`src/rtl/lbuf_pkg.sv`:
```
// Package: shared pixel and byte types for the scanline prefetcher.
// Assumes the pixel width divides the SRAM byte width exactly.
package lbuf_pkg;
    localparam int PIX_W        = 2;
    localparam int BYTE_W       = 8;
    localparam int PIX_PER_BYTE = BYTE_W / PIX_W;

    typedef logic [PIX_W-1:0]  pix_t;
    typedef logic [BYTE_W-1:0] byte_t;
endpackage

```
`src/rtl/lbuf_fetch.sv`:
```
// Fetch engine: decides from the raster counters whether the coming line is
// even. If it is, the engine issues BYTES consecutive SRAM reads at the start
// of horizontal blanking. It delays the strobe and byte index by one clock so
// that they line up with the returning data.
// Assumes: H_TOTAL - H_ACTIVE > BYTES, and SRAM read latency of one clock.
module lbuf_fetch #(
    parameter int H_ACTIVE = 640,
    parameter int V_ACTIVE = 480,
    parameter int V_TOTAL  = 525,
    parameter int HW       = 10,
    parameter int VW       = 10,
    parameter int AW       = 16,
    parameter int BYTES    = 80,
    parameter int BW       = 7
) (
    input  logic          clk,
    input  logic          rst_n,
    input  logic [HW-1:0] h_cnt,
    input  logic [VW-1:0] v_cnt,
    output logic          rd,
    output logic [AW-1:0] addr,
    output logic          wr_en,
    output logic [BW-1:0] wr_idx
);
    localparam logic [HW-1:0] H_ACT_C = HW'(H_ACTIVE);
    localparam logic [HW-1:0] H_END_C = HW'(H_ACTIVE + BYTES);
    localparam logic [VW-1:0] V_ACT_C = VW'(V_ACTIVE);
    localparam logic [VW-1:0] V_LST_C = VW'(V_TOTAL - 1);
    localparam logic [AW-1:0] BYTES_A = AW'(BYTES);

    logic [VW-1:0] v_next;
    logic          even_next;
    logic [HW-1:0] offs;
    logic [AW-1:0] row_a;

    // Successor line, and whether it needs a fresh source row.
    always_comb begin
        v_next    = (v_cnt == V_LST_C) ? '0 : v_cnt + VW'(1);
        even_next = (v_next < V_ACT_C) && !v_next[0];
        offs      = h_cnt - H_ACT_C;
        row_a     = AW'(v_next >> 1);
    end

    // Read window and byte address in SRAM.
    always_comb begin
        rd   = even_next && (h_cnt >= H_ACT_C) && (h_cnt < H_END_C);
        addr = row_a * BYTES_A + AW'(offs);
    end

    // Align write strobe and index with data that arrives one clock later.
    always_ff @(posedge clk) begin
        if (!rst_n) begin
            wr_en  <= 1'b0;
            wr_idx <= '0;
        end else begin
            wr_en  <= rd;
            wr_idx <= offs[BW-1:0];
        end
    end
endmodule

```
`src/rtl/lbuf_store.sv`:
```
// Line store: one source row of packed bytes behind a single address port,
// plus a selector that returns one pixel of the addressed byte.
// Selector 0 gives the most significant pair.
// Assumes: the caller multiplexes the address, writing only while the buffer
// is not being shown.
module lbuf_store
    import lbuf_pkg::*;
#(
    parameter int BYTES = 80,
    parameter int BW    = 7,
    parameter int SW    = 2
) (
    input  logic          clk,
    input  logic          wr_en,
    input  logic [BW-1:0] addr,
    input  byte_t         wdata,
    input  logic [SW-1:0] sel,
    output pix_t          pix
);
    byte_t mem [BYTES];
    byte_t rbyte;
    pix_t  pairs [PIX_PER_BYTE];

    // Write port, used during blanking.
    always_ff @(posedge clk) begin
        if (wr_en) mem[addr] <= wdata;
    end

    // Asynchronous read of the addressed byte.
    always_comb rbyte = mem[addr];

    // Split the byte into pixel pairs, most significant pair first.
    for (genvar k = 0; k < PIX_PER_BYTE; k++) begin : g_pair
        always_comb pairs[k] = rbyte[BYTE_W-1-k*PIX_W -: PIX_W];
    end

    // 4:1 pixel selector.
    always_comb pix = pairs[sel];
endmodule

```
`src/rtl/scanline_prefetcher.sv`:
```
// Top: fetches one source row during the blanking interval before each even
// display line, then reads it back during active video. Each source pixel
// becomes a 2x2 block of display pixels. The output is registered, one clock
// behind the counters, and is forced to 0 outside the active area.
// Assumes: the counters step by one per clock and wrap at H_TOTAL / V_TOTAL.
module scanline_prefetcher
    import lbuf_pkg::*;
#(
    parameter int H_ACTIVE = 640,
    parameter int H_TOTAL  = 800,
    parameter int V_ACTIVE = 480,
    parameter int V_TOTAL  = 525,
    parameter int H_SCALE  = 2,
    parameter int SRAM_AW  = 16,
    parameter int HW       = $clog2(H_TOTAL),
    parameter int VW       = $clog2(V_TOTAL)
) (
    input  logic               clk,
    input  logic               rst_n,
    input  logic [HW-1:0]      h_cnt,
    input  logic [VW-1:0]      v_cnt,
    output logic [SRAM_AW-1:0] sram_addr,
    output logic               sram_rd,
    input  logic [7:0]         sram_data,
    output logic [1:0]         pix_idx
);
    localparam int BYTES  = H_ACTIVE / (H_SCALE * PIX_PER_BYTE);
    localparam int BW     = $clog2(BYTES);
    localparam int HS_W   = $clog2(H_SCALE);
    localparam int SW     = $clog2(PIX_PER_BYTE);
    localparam int SHIFT  = HS_W + SW;
    localparam logic [HW-1:0] H_ACT_C = HW'(H_ACTIVE);
    localparam logic [VW-1:0] V_ACT_C = VW'(V_ACTIVE);

    logic          wr_en;
    logic [BW-1:0] wr_idx;
    logic [BW-1:0] rd_byte;
    logic [BW-1:0] buf_addr;
    logic [SW-1:0] sel;
    logic          active;
    pix_t          buf_pix;

    lbuf_fetch #(
        .H_ACTIVE(H_ACTIVE), .V_ACTIVE(V_ACTIVE), .V_TOTAL(V_TOTAL),
        .HW(HW), .VW(VW), .AW(SRAM_AW), .BYTES(BYTES), .BW(BW)
    ) u_fetch (
        .clk(clk), .rst_n(rst_n), .h_cnt(h_cnt), .v_cnt(v_cnt),
        .rd(sram_rd), .addr(sram_addr), .wr_en(wr_en), .wr_idx(wr_idx)
    );

    // Raster decode: byte index, pixel select and active-area flag.
    always_comb begin
        rd_byte  = BW'(h_cnt >> SHIFT);
        sel      = h_cnt[HS_W +: SW];
        active   = (h_cnt < H_ACT_C) && (v_cnt < V_ACT_C);
        buf_addr = wr_en ? wr_idx : rd_byte;
    end

    lbuf_store #(.BYTES(BYTES), .BW(BW), .SW(SW)) u_store (
        .clk(clk), .wr_en(wr_en), .addr(buf_addr), .wdata(sram_data),
        .sel(sel), .pix(buf_pix)
    );

    // Registered pixel output, blanked outside the active area.
    always_ff @(posedge clk) begin
        if (!rst_n) pix_idx <= '0;
        else        pix_idx <= active ? buf_pix : '0;
    end
endmodule

```
`config.mk`:
```
export PLATFORM = sky130hd
export DESIGN_NAME = scanline_prefetcher
export DESIGN_NICKNAME = d
export VERILOG_FILES = /design/src/rtl/lbuf_pkg.sv /design/src/rtl/lbuf_fetch.sv /design/src/rtl/lbuf_store.sv /design/src/rtl/scanline_prefetcher.sv
export SDC_FILE = /design/constraint.sdc
export NUM_CORES = 1
export LEC_CHECK = 0
export BUFFER_PORTS_ARGS = -buffer_cell sky130_fd_sc_hd__buf_4
export CORE_UTILIZATION = 55
export DETAILED_ROUTE_END_ITERATION = 7
export GPL_ROUTABILITY_DRIVEN = 0
export PLACE_DENSITY = 0.74
export SETUP_SLACK_MARGIN = 0.3
export SLEW_MARGIN = 20
export SYNTH_ARGS = -nofsm -noshare
export SYNTH_HDL_FRONTEND = slang
export SYNTH_SLANG_ARGS = --single-unit
```
`constraint.sdc`:
```
create_clock -name clk -period 4.16 [get_ports clk]
set_clock_uncertainty 0.15 [all_clocks]
set_input_delay 0.416 -clock clk [delete_from_list [all_inputs] [get_ports clk]]
set_output_delay 0.416 -clock clk [all_outputs]
set_load 0.1 [all_outputs]
```
* After elaboration in Yosys (flattened, before gate mapping)
Memory sizes are Yosys's and may differ from the RTL's.
Index checks and enable logic that the tools add are counted.
W data, S select, Z words.
** Operators by class
- $add $sub $neg :: 3
- Multipliers :: 1
- $lt $le $gt $ge :: 6
- Equality and inequality tests :: 1
- Mux-type cells :: 7
- Bitwise logic cells :: 1
- Reductions and logical operators :: 6
** Operators with widths (count)
- $lt A10 B10 Y1 const B :: 2
- $lt A10 B9 Y1 const B :: 2
- $add A16 B10 Y16 :: 1
- $mul A9 B3 Y12 const B :: 1
- $add A10 B1 Y10 const B :: 1
- $eq A10 B10 Y1 const B :: 1
- $ge A10 B10 Y1 const B :: 1
- $mux W10 :: 1
- $sub A10 B10 Y10 const B :: 1
- $mux W7 :: 1
- $bmux W2 S2 :: 1
- $logic_and A1 B1 Y1 :: 4
- $mux W2 :: 2
- $ge A3 B3 Y1 const B :: 1
- $not A2 Y3 :: 1
- $mux W1 :: 2
- $reduce_and A2 Y1 :: 1
- $logic_not A1 Y1 :: 1
** Word-level totals
- Flip-flop bits (word level) :: 10
- Bits in writable memories :: 640
- Bits of input ports :: 30
- Output and inout bits :: 19
- Memories kept :: 1
** Memory list
- u_store.mem :: depth 80, width 8, rd ports 1, clocked after Yosys merged registers in 0, write ports 1, RTL line lbuf_store.sv:20 : byte_t mem [BYTES];

* Longest topological paths before layout
Gate-level depths: netlist of the first run.
- Depth in word-level cells :: 6
- Gate-level depth with buffers :: 19
- Gate-level depth less buffers :: 18

* By module
From an unflattened synthesis of the first run, not the netlist that was laid out.
** Unflattened totals
- Cells, all modules :: 1675
- Area total of the unflattened synthesis :: 27121.0 µm²
** By module, submodules not included
- lbuf_store :: times used 1, cells an instance 1476, area each 25416.9 µm², sequential area each 19218.4 µm²
- lbuf_fetch :: times used 1, cells an instance 182, area each 1502.7 µm², sequential area each 160.2 µm²
- scanline_prefetcher :: times used 1, cells an instance 17, area each 201.4 µm², sequential area each 40.0 µm²

* Worst setup path before layout of the first run
No wires, ideal clock.
- Kind :: input to output
- From :: in v_cnt[5]
- To :: out sram_addr[11]
- Arrival :: 4.899 ns
- Setup slack :: -1.305 ns
- Stages :: 16
- Cell sequence :: clkbuf_1 nor4b_1 and4_1 clkbuf_1 nor2_1 ha_1 inv_1 fa_1 inv_1 ha_1 and3_1 a211oi_1 nor2b_1 nor2_1 nor2_1 xnor2_1
** Between the ends
- Word-level cells in the longest chain between the ends :: 4
- Elaborated cells between the ends (all ways) :: 5
- Those cells by class :: 2 x add/sub; 1 x mul; 1 x eq/ne; 1 x mux
** Ends and longest elaborated chain
- start: declaration :: RTL line scanline_prefetcher.sv:21 : input logic [VW-1:0] v_cnt,
- $add A10 B1 Y10 / $eq A10 B10 Y1 (equally long branches) :: RTL line lbuf_fetch.sv:38 : v_next = (v_cnt == V_LST_C) ? '0 : v_cnt + VW'(1);
- $mux W10 (*) :: RTL line lbuf_fetch.sv:38
- $mul A9 B3 Y12 (*) :: RTL line lbuf_fetch.sv:47 : addr = row_a * BYTES_A + AW'(offs);
- $add A16 B10 Y16 (*) :: RTL line lbuf_fetch.sv:47
- end: declaration :: RTL line scanline_prefetcher.sv:22 : output logic [SRAM_AW-1:0] sram_addr,
Mark *: on every way between the ends. The rest lies on a longest branch, timed or not.

* Worst setup path in the final report of the first run
- From :: in v_cnt[1]
- To :: out sram_addr[15]
The elaborated chain is that of the path after synthesis.

==> flow_metrics.py, run 1 <==
metrics = {
    "placement": {
        "numPortBuffers": 48,
        "hpwl_um": 39800,
    },
    "floorplan": {
        "fp.dieH_um": 217,
        "core_sq_um": 45500,
        "io_pins": 49,
        "dieWidth_um": 217,
        "design.die.area_sq_um": 47100,
        "rows": 78,
        "start_util_pct": 56.0,
    },
    "timing": {
        "worst_pin_slew_ns": 1.05,
        "max_freq_mhz": 238,
        "slew_headroom_pct": 30.2,
        "setup_viol": 2,
        "rsz0062_at_grt": "true",
        "setup_slack_ns": -0.0457,
        "setup_tns_ns": -0.0572,
        "fin_crit_sh_pct": 101,
        "hold_viol": 0,
        "drv_slew": 0,
        "fin_crit_ns": 4.21,
    },
    "global_routing": {
        "grt_pass1_vias": 15519,
        "met1_usage_pct": 38.9,
        "grt_max_degree": 81,
        "grt_use_met3_pct": 6.21,
        "grt_pass1_wl_um": 98000,
        "grt_util_all_layers_pct": 28.3,
        "grt_antenna_before_repair": 1,
        "met2_usage_pct": 44.5,
        "grt.busiest_layer": "met2",
        "gr-total-overflow": 0,
    },
    "drt": {
        "postRouteWirelength_um": 66400,
        "vias": 15962,
        "routedWlPerCell_um": 27.6,
        "viasPerCell": 6.65,
        "drtPass1Iterations": 7,
        "drc": 0,
        "ant_nets": 0,
        "detail_route.iter0.violations": 2295,
    },
    "pwr": {
        "power_frac_seq_pct": 50.1,
        "p_leak_uw": 0.00971,
        "comb_power_share_pct": 12.0,
        "vdd_drop_max_uv": 628,
        "switchingPower_uw": 3490,
        "internal-power_uw": 10900,
        "pwr-share-clk_pct": 37.8,
        "p_total_uw": 14400,
        "powerDensity_nw_per_um2": 482,
        "power.share.switching_pct": 24.3,
    },
    "run_status": {
        "failed_checks": "setup timing",
        "status": "complete, but fails checks",
    },
    "synth": {
        "synth-seq-area-share_pct": 76.3,
        "avgSynthCellArea_sq_um": 16.1,
        "syn_area_sq_um": 25500,
        "synth_edf_count": 640,
        "async_flop_share_pct": 0,
        "synth_top_flop_cell": "edfxtp_1",
        "synth_nets": 1629,
        "synth-seq-cells": 650,
        "yosys_warnings": 0,
        "synth_cells": 1577,
        "ys_types": 73,
    },
    "setup_path": {
        "arrival_ns": 3.64,
        "path_max_fanout": 4,
        "crit_path_start_kind": "input pin",
        "worst_ep_required_time_ns": 3.59,
        "crit_type": "input pin to output pin",
        "critPathCaptureType": "output pin",
    },
    "final_layout": {
        "area.growth.synth_to_final_pct": 17.1,
        "layout-drive-gt1-share_pct": 19.6,
        "final_common_cell": "edfxtp_1",
        "nets": 1801,
        "final_cell_mix": "edfxtp_1 (640), a22oi_1 (193), buf_4 (171), nor2_1 (95), nand2_1 (91)",
    },
    "clock_tree": {
        "clockBufferDepth": 3,
        "cts_tree": "done",
        "cts.htree.levels": 2,
        "clkTransAtPathRegs_ns": 0.06,
        "cts-root-buf": "clkbuf_16",
        "clock_sinks": 650,
        "cts_made_buffers": 61,
        "clock_latency_ns": 0.63,
    },
    "run": {
        "cap_violations": 0,
    },
    "min_path": {
        "hold_class": "input pin to flip-flop",
    },
}
## path summary, 6_finish.rpt
check / cells after the start / slack [ns] / startpoint / end
worst max-delay path: 19 / -0.05 / v_cnt[1] / sram_addr[15]
worst min-delay path: 2 / 0.02 / h_cnt[1] / u_fetch.wr_idx[1]
worst max register to register: 8 / 0.42 / u_fetch.wr_idx[0] / pix_idx[1]
worst min register to register: 5 / 0.83 / u_store.mem[78][7] / pix_idx[1]
## synth_stat cells (all sizes together) (7+ instances only)
cell    number  area share (%)
and3        19            0.47
nor2        99             1.5
xnor2       15            0.52
and2        10            0.25
edfxtp     640              75
o22ai        8            0.20
a221oi      20            0.69
a31oi       12            0.29
a21oi       65             1.3
buf         68             1.7
a222oi      31             1.2
nor2b        7            0.20
inv         15            0.22
o21ai       21            0.41
a22oi      193             5.7
mux2i        7            0.32
nand4       35            0.88
nand3       31            0.61
dfxtp       10            0.79
clkbuf      27            0.40
nand2       94             1.4
ha          21             1.0
a41oi       13            0.45
xor2        10            0.34
a211oi       7            0.21
a22o        21            0.72
## area by class of cell
class	count	area [sq um]
antenna	1	2.50
clock inverter	44	389
multi-input combinational	817	5850
fill	3026	15700
inverter	15	58.8
tap	600	751
sequential	650	19400
clock buffer	70	1580
timing repair buffer	204	1760
## power by group through the flow
stage | logic, uW | registers (uW) | clock network, uW
2_1_floorplan | 1020 | 7340 | 0
3_3_place_gp | 1530 | 7340 | 0
3_5_place_dp | 1550 | 7340 | 0
4_1_cts | 1680 | 7200 | 5480
5_1_grt | 1800 | 7200 | 5720
6_report | 1720 | 7200 | 5440
## registers in the layout, summed over array words and instances, names as in the netlist
| signal | flops |
|---|---|
| u_fetch.wr_en | 1 |
| u_store.mem | 640 |
| pix_idx | 2 |
| u_fetch.wr_idx | 7 |
## metal layers
metal | wire (um) | vias up
met5 | 0 | -
met4 | 2290 | 0
met3 | 7920 | 137
met2 | 31000 | 1088
met1 | 25200 | 7946
li1 | - | 6791
## critical path: stages
cell and delay (ns):
buf_8 0.10, inv_4 0.05, ha_4 0.12, nor4b_4 0.22, and4_4 0.33, nor2_4 0.06, ha_4 0.28, inv_2 0.03
fa_1 0.49, inv_2 0.05, ha_4 0.28, and3_4 0.18, a211oi_4 0.05, nor2b_1 0.11, nor2_1 0.07, buf_4 0.15
a2111o_1 0.38, nand3_4 0.09, buf_12 0.17
## logic make-up after synthesis
kind of cell / Yosys count / share of synthesized area, %
fa+ha+maj: 23 / 1.15
xor+xnor: 25 / 0.860
compound gates: 429 / 12.6
flops: 650 / 76.3
buf+inv: 110 / 2.31
simple gates: 329 / 6.24
mux: 11 / 0.516
## repair_timing
action,CTS,global route
resized for setup,42,14
endpoints found under the hold margin,8,0
buffers inserted,8,2
pin swaps,24,13
gates cloned,0,0
endpoints found under the setup margin,8,10
hold buffers,10,0
## metrics by stage
| stage | hold WS, ns | utilization, % | worst slack (ns) | area [sq um] | std cells |
|---|---|---|---|---|---|
| 5_1_grt | 0.0183 | 65.6 | -0.130 | 29800 | 2400 |
| 3_3_place_gp | 0.492 | 60.4 | -0.254 | 27500 | 2266 |
| 4_1_cts | 0.00364 | 65.4 | -0.0386 | 29800 | 2398 |
| 2_1_floorplan | 0.365 | - | -0.414 | 25700 | 1577 |
| 6_report | 0.0179 | 65.6 | -0.0457 | 29800 | 2401 |
| 3_5_place_dp | 0.497 | 60.4 | -0.285 | 27500 | 2266 |
(Power assumes the default switching activity.)
==> inputs of run 2 (changes only) <==
--- a/config.mk
+++ b/config.mk
@@ -9,7 +9,7 @@
 export CORE_UTILIZATION = 55
 export DETAILED_ROUTE_END_ITERATION = 7
 export GPL_ROUTABILITY_DRIVEN = 0
-export PLACE_DENSITY = 0.74
+export PLACE_DENSITY = 0.71
 export SETUP_SLACK_MARGIN = 0.3
 export SLEW_MARGIN = 20
 export SYNTH_ARGS = -nofsm -noshare
==> constraint.sdc (replaced) <==
create_clock -name clk -period 5.4 [get_ports clk]
set_clock_uncertainty 0.15 [all_clocks]
set_input_delay 0.54 -clock clk [delete_from_list [all_inputs] [get_ports clk]]
set_output_delay 0.54 -clock clk [all_outputs]
set_load 0.1 [all_outputs]
==> flow_metrics.py, run 2 (synthesized netlist as in run 1, its figures left out) <==
metrics = {
    "run_status": {
        "status": "completed",
    },
    "final_layout": {
        "instances_no_fill": 2292,
        "largest_reg_flops": 640,
        "top_regs": "u_store.mem (640), u_fetch.wr_idx (7), pix_idx (2)",
        "final_common_cell": "edfxtp_1",
        "nets": 1698,
        "largest_register": "u_store.mem",
        "area.growth.synth_to_final_pct": 11.8,
        "layout-drive-gt1-share_pct": 12.6,
        "final_cell_mix": "edfxtp_1 (640), a22oi_1 (193), nor2_1 (97), nand2_1 (94), buf_4 (94)",
    },
    "setup_path": {
        "reg2reg_setup_slack_ns": 1.30,
        "critPathCaptureType": "output pin",
        "crit_type": "input pin to output pin",
        "crit_path_start_kind": "input pin",
        "cpMostUsedCell": "ha_1",
        "r2r_cells": 9,
        "critPathMaxStageDelay_ns": 0.37,
        "crit_chain": "buf_4 -> inv_1 -> ha_1 -> nor4b_2 -> and4_2 -> nor2_1 -> ha_1 -> ha_1 -> a21o_1 -> a21oi_1 -> o21ai_0 -> a21oi_1 -> xnor2_1 -> nand2_1 -> a2111o_1 -> nand3_1 -> buf_4",
        "worst_ep_required_time_ns": 4.71,
        "arrival_ns": 4.20,
        "worstReg2RegStart": "u_fetch.wr_idx[0]",
        "path_max_fanout": 6,
        "cp_num_buf_inv": 3,
        "r2r_end": "pix_idx[0]",
        "cp_slowest_cell": "a2111o_1",
        "cp_top_family": "compound AO/OA/AOI/OAI gates",
    },
    "drt": {
        "routedWlPerCell_um": 28.7,
        "viasPerCell": 6.73,
        "vias": 15424,
        "postRouteWirelength_um": 65800,
        "ant_nets": 0,
        "drtPass1Iterations": 8,
        "detail_route.iter0.violations": 2249,
        "drc": 0,
    },
    "floorplan": {
        "design.die.area_sq_um": 47100,
        "rows": 78,
        "io_pins": 49,
        "start_util_pct": 56.0,
        "fp.dieH_um": 217,
        "dieWidth_um": 217,
        "core_sq_um": 45500,
    },
    "global_routing": {
        "met2_usage_pct": 43.2,
        "grt_use_met3_pct": 6.54,
        "grt_antenna_before_repair": 1,
        "grt_max_degree": 81,
        "met1_usage_pct": 39.7,
        "gr-total-overflow": 0,
        "grt.busiest_layer": "met2",
        "grt_util_all_layers_pct": 28.1,
        "grt_pass1_vias": 14827,
        "grt_pass1_wl_um": 96800,
    },
    "pwr": {
        "internal-power_uw": 8030,
        "vdd_drop_max_uv": 438,
        "pwr-share-clk_pct": 37.7,
        "comb_power_share_pct": 10.2,
        "powerDensity_nw_per_um2": 374,
        "power.share.switching_pct": 24.6,
        "p_leak_uw": 0.00901,
        "power_frac_seq_pct": 52.1,
        "switchingPower_uw": 2610,
        "p_total_uw": 10600,
    },
    "timing": {
        "fin_crit_ns": 4.89,
        "drv_slew": 0,
        "setup_tns_ns": 0,
        "rsz0062_at_grt": "true",
        "setup_slack_ns": 0.509,
        "hold_viol": 0,
        "fin_crit_sh_pct": 90.6,
        "slew_headroom_pct": 31.3,
        "setup_viol": 0,
        "worst_pin_slew_ns": 1.03,
        "max_freq_mhz": 204,
    },
    "clock_tree": {
        "clockBufferDepth": 3,
        "cts_tree": "done",
        "cts-root-buf": "clkbuf_16",
        "cts_made_buffers": 60,
        "clock_latency_ns": 0.63,
        "clkTransAtPathRegs_ns": 0.06,
        "cts_setup_buffers": 0,
        "cts.htree.levels": 2,
        "clock_sinks": 650,
    },
    "placement": {
        "dp_cells": 2181,
        "hpwl_um": 38000,
        "numPortBuffers": 48,
        "place_ws_ns": 0.258,
    },
    "min_path": {
        "hold_class": "input pin to flip-flop",
        "hold_depth": 2,
        "min_from": "rst_n",
        "holdPathEnd": "u_fetch.wr_en",
    },
    "run": {
        "cap_violations": 0,
    },
}
==> run 2: cell count changes in the layout (fill, tap and decap cells not counted), sizes merged <==
| cell | before | now |
|---|---|---|
| inv | 16 | 17 |
| dlygate4sd3 | 10 | 2 |
| bufinv | 6 | 4 |
| clkinv | 35 | 29 |
| buf | 194 | 100 |
==> run 2: how the worst max path moves through the flow <==
stage                        start            end  slack, ns  cells past startpoint
after floorplan           v_cnt[5]  sram_addr[11]       0.22                     16
after detailed placement  v_cnt[1]  sram_addr[13]       0.26                     19
final                     v_cnt[1]  sram_addr[15]       0.51                     17
after global placement    v_cnt[0]  sram_addr[13]       0.41                     19
after global routing      v_cnt[0]  sram_addr[13]       0.30                     19
after CTS                 v_cnt[1]  sram_addr[13]       0.37                     19
==> run 2: timing repair <==
action,4_1_cts,5_1_grt
setup endpoints to repair,2,5
hold buffers,2,0
endpoints found under the hold margin,2,0
resized for setup,1,6
==> run 2: cell type report <==
cell class                      count  area, sq um
Sequential cell                   650        19400
Fill cell                        3276        17000
Multi-Input combinational cell    817         5580
Clock buffer                       70         1540
Timing Repair Buffer              102          828
Tap cell                          600          751
Clock inverter                     37          285
Inverter                           15         56.3
Antenna cell                        1         2.50
==> run 2: per-layer routing <==
layer,part of all wire (%),wire length [um]
met4,3.0,1980
met5,0,0
met1,39,25900
met3,11,7440
met2,46,30500
==> run 2: power groups by stage <==
stage / clock network (uW) / registers (uW) / logic, uW
final: 4010 / 5550 / 1080
after global routing: 4210 / 5550 / 1130
after CTS: 4030 / 5550 / 1070
after detailed placement: 0 / 5660 / 1060
after global placement: 0 / 5660 / 1040
after floorplan: 0 / 5660 / 716
==> run 2: per-stage QoR <==
step                area (sq um)  hold slack, ns  util, %
CTS                        28400          0.0181     62.5
finish                     28500          0.0395     62.6
global route               28500          0.0457     62.6
floorplan                  25500           0.489        -
detailed placement         26600           0.617     58.4
global placement           26600           0.617     58.4
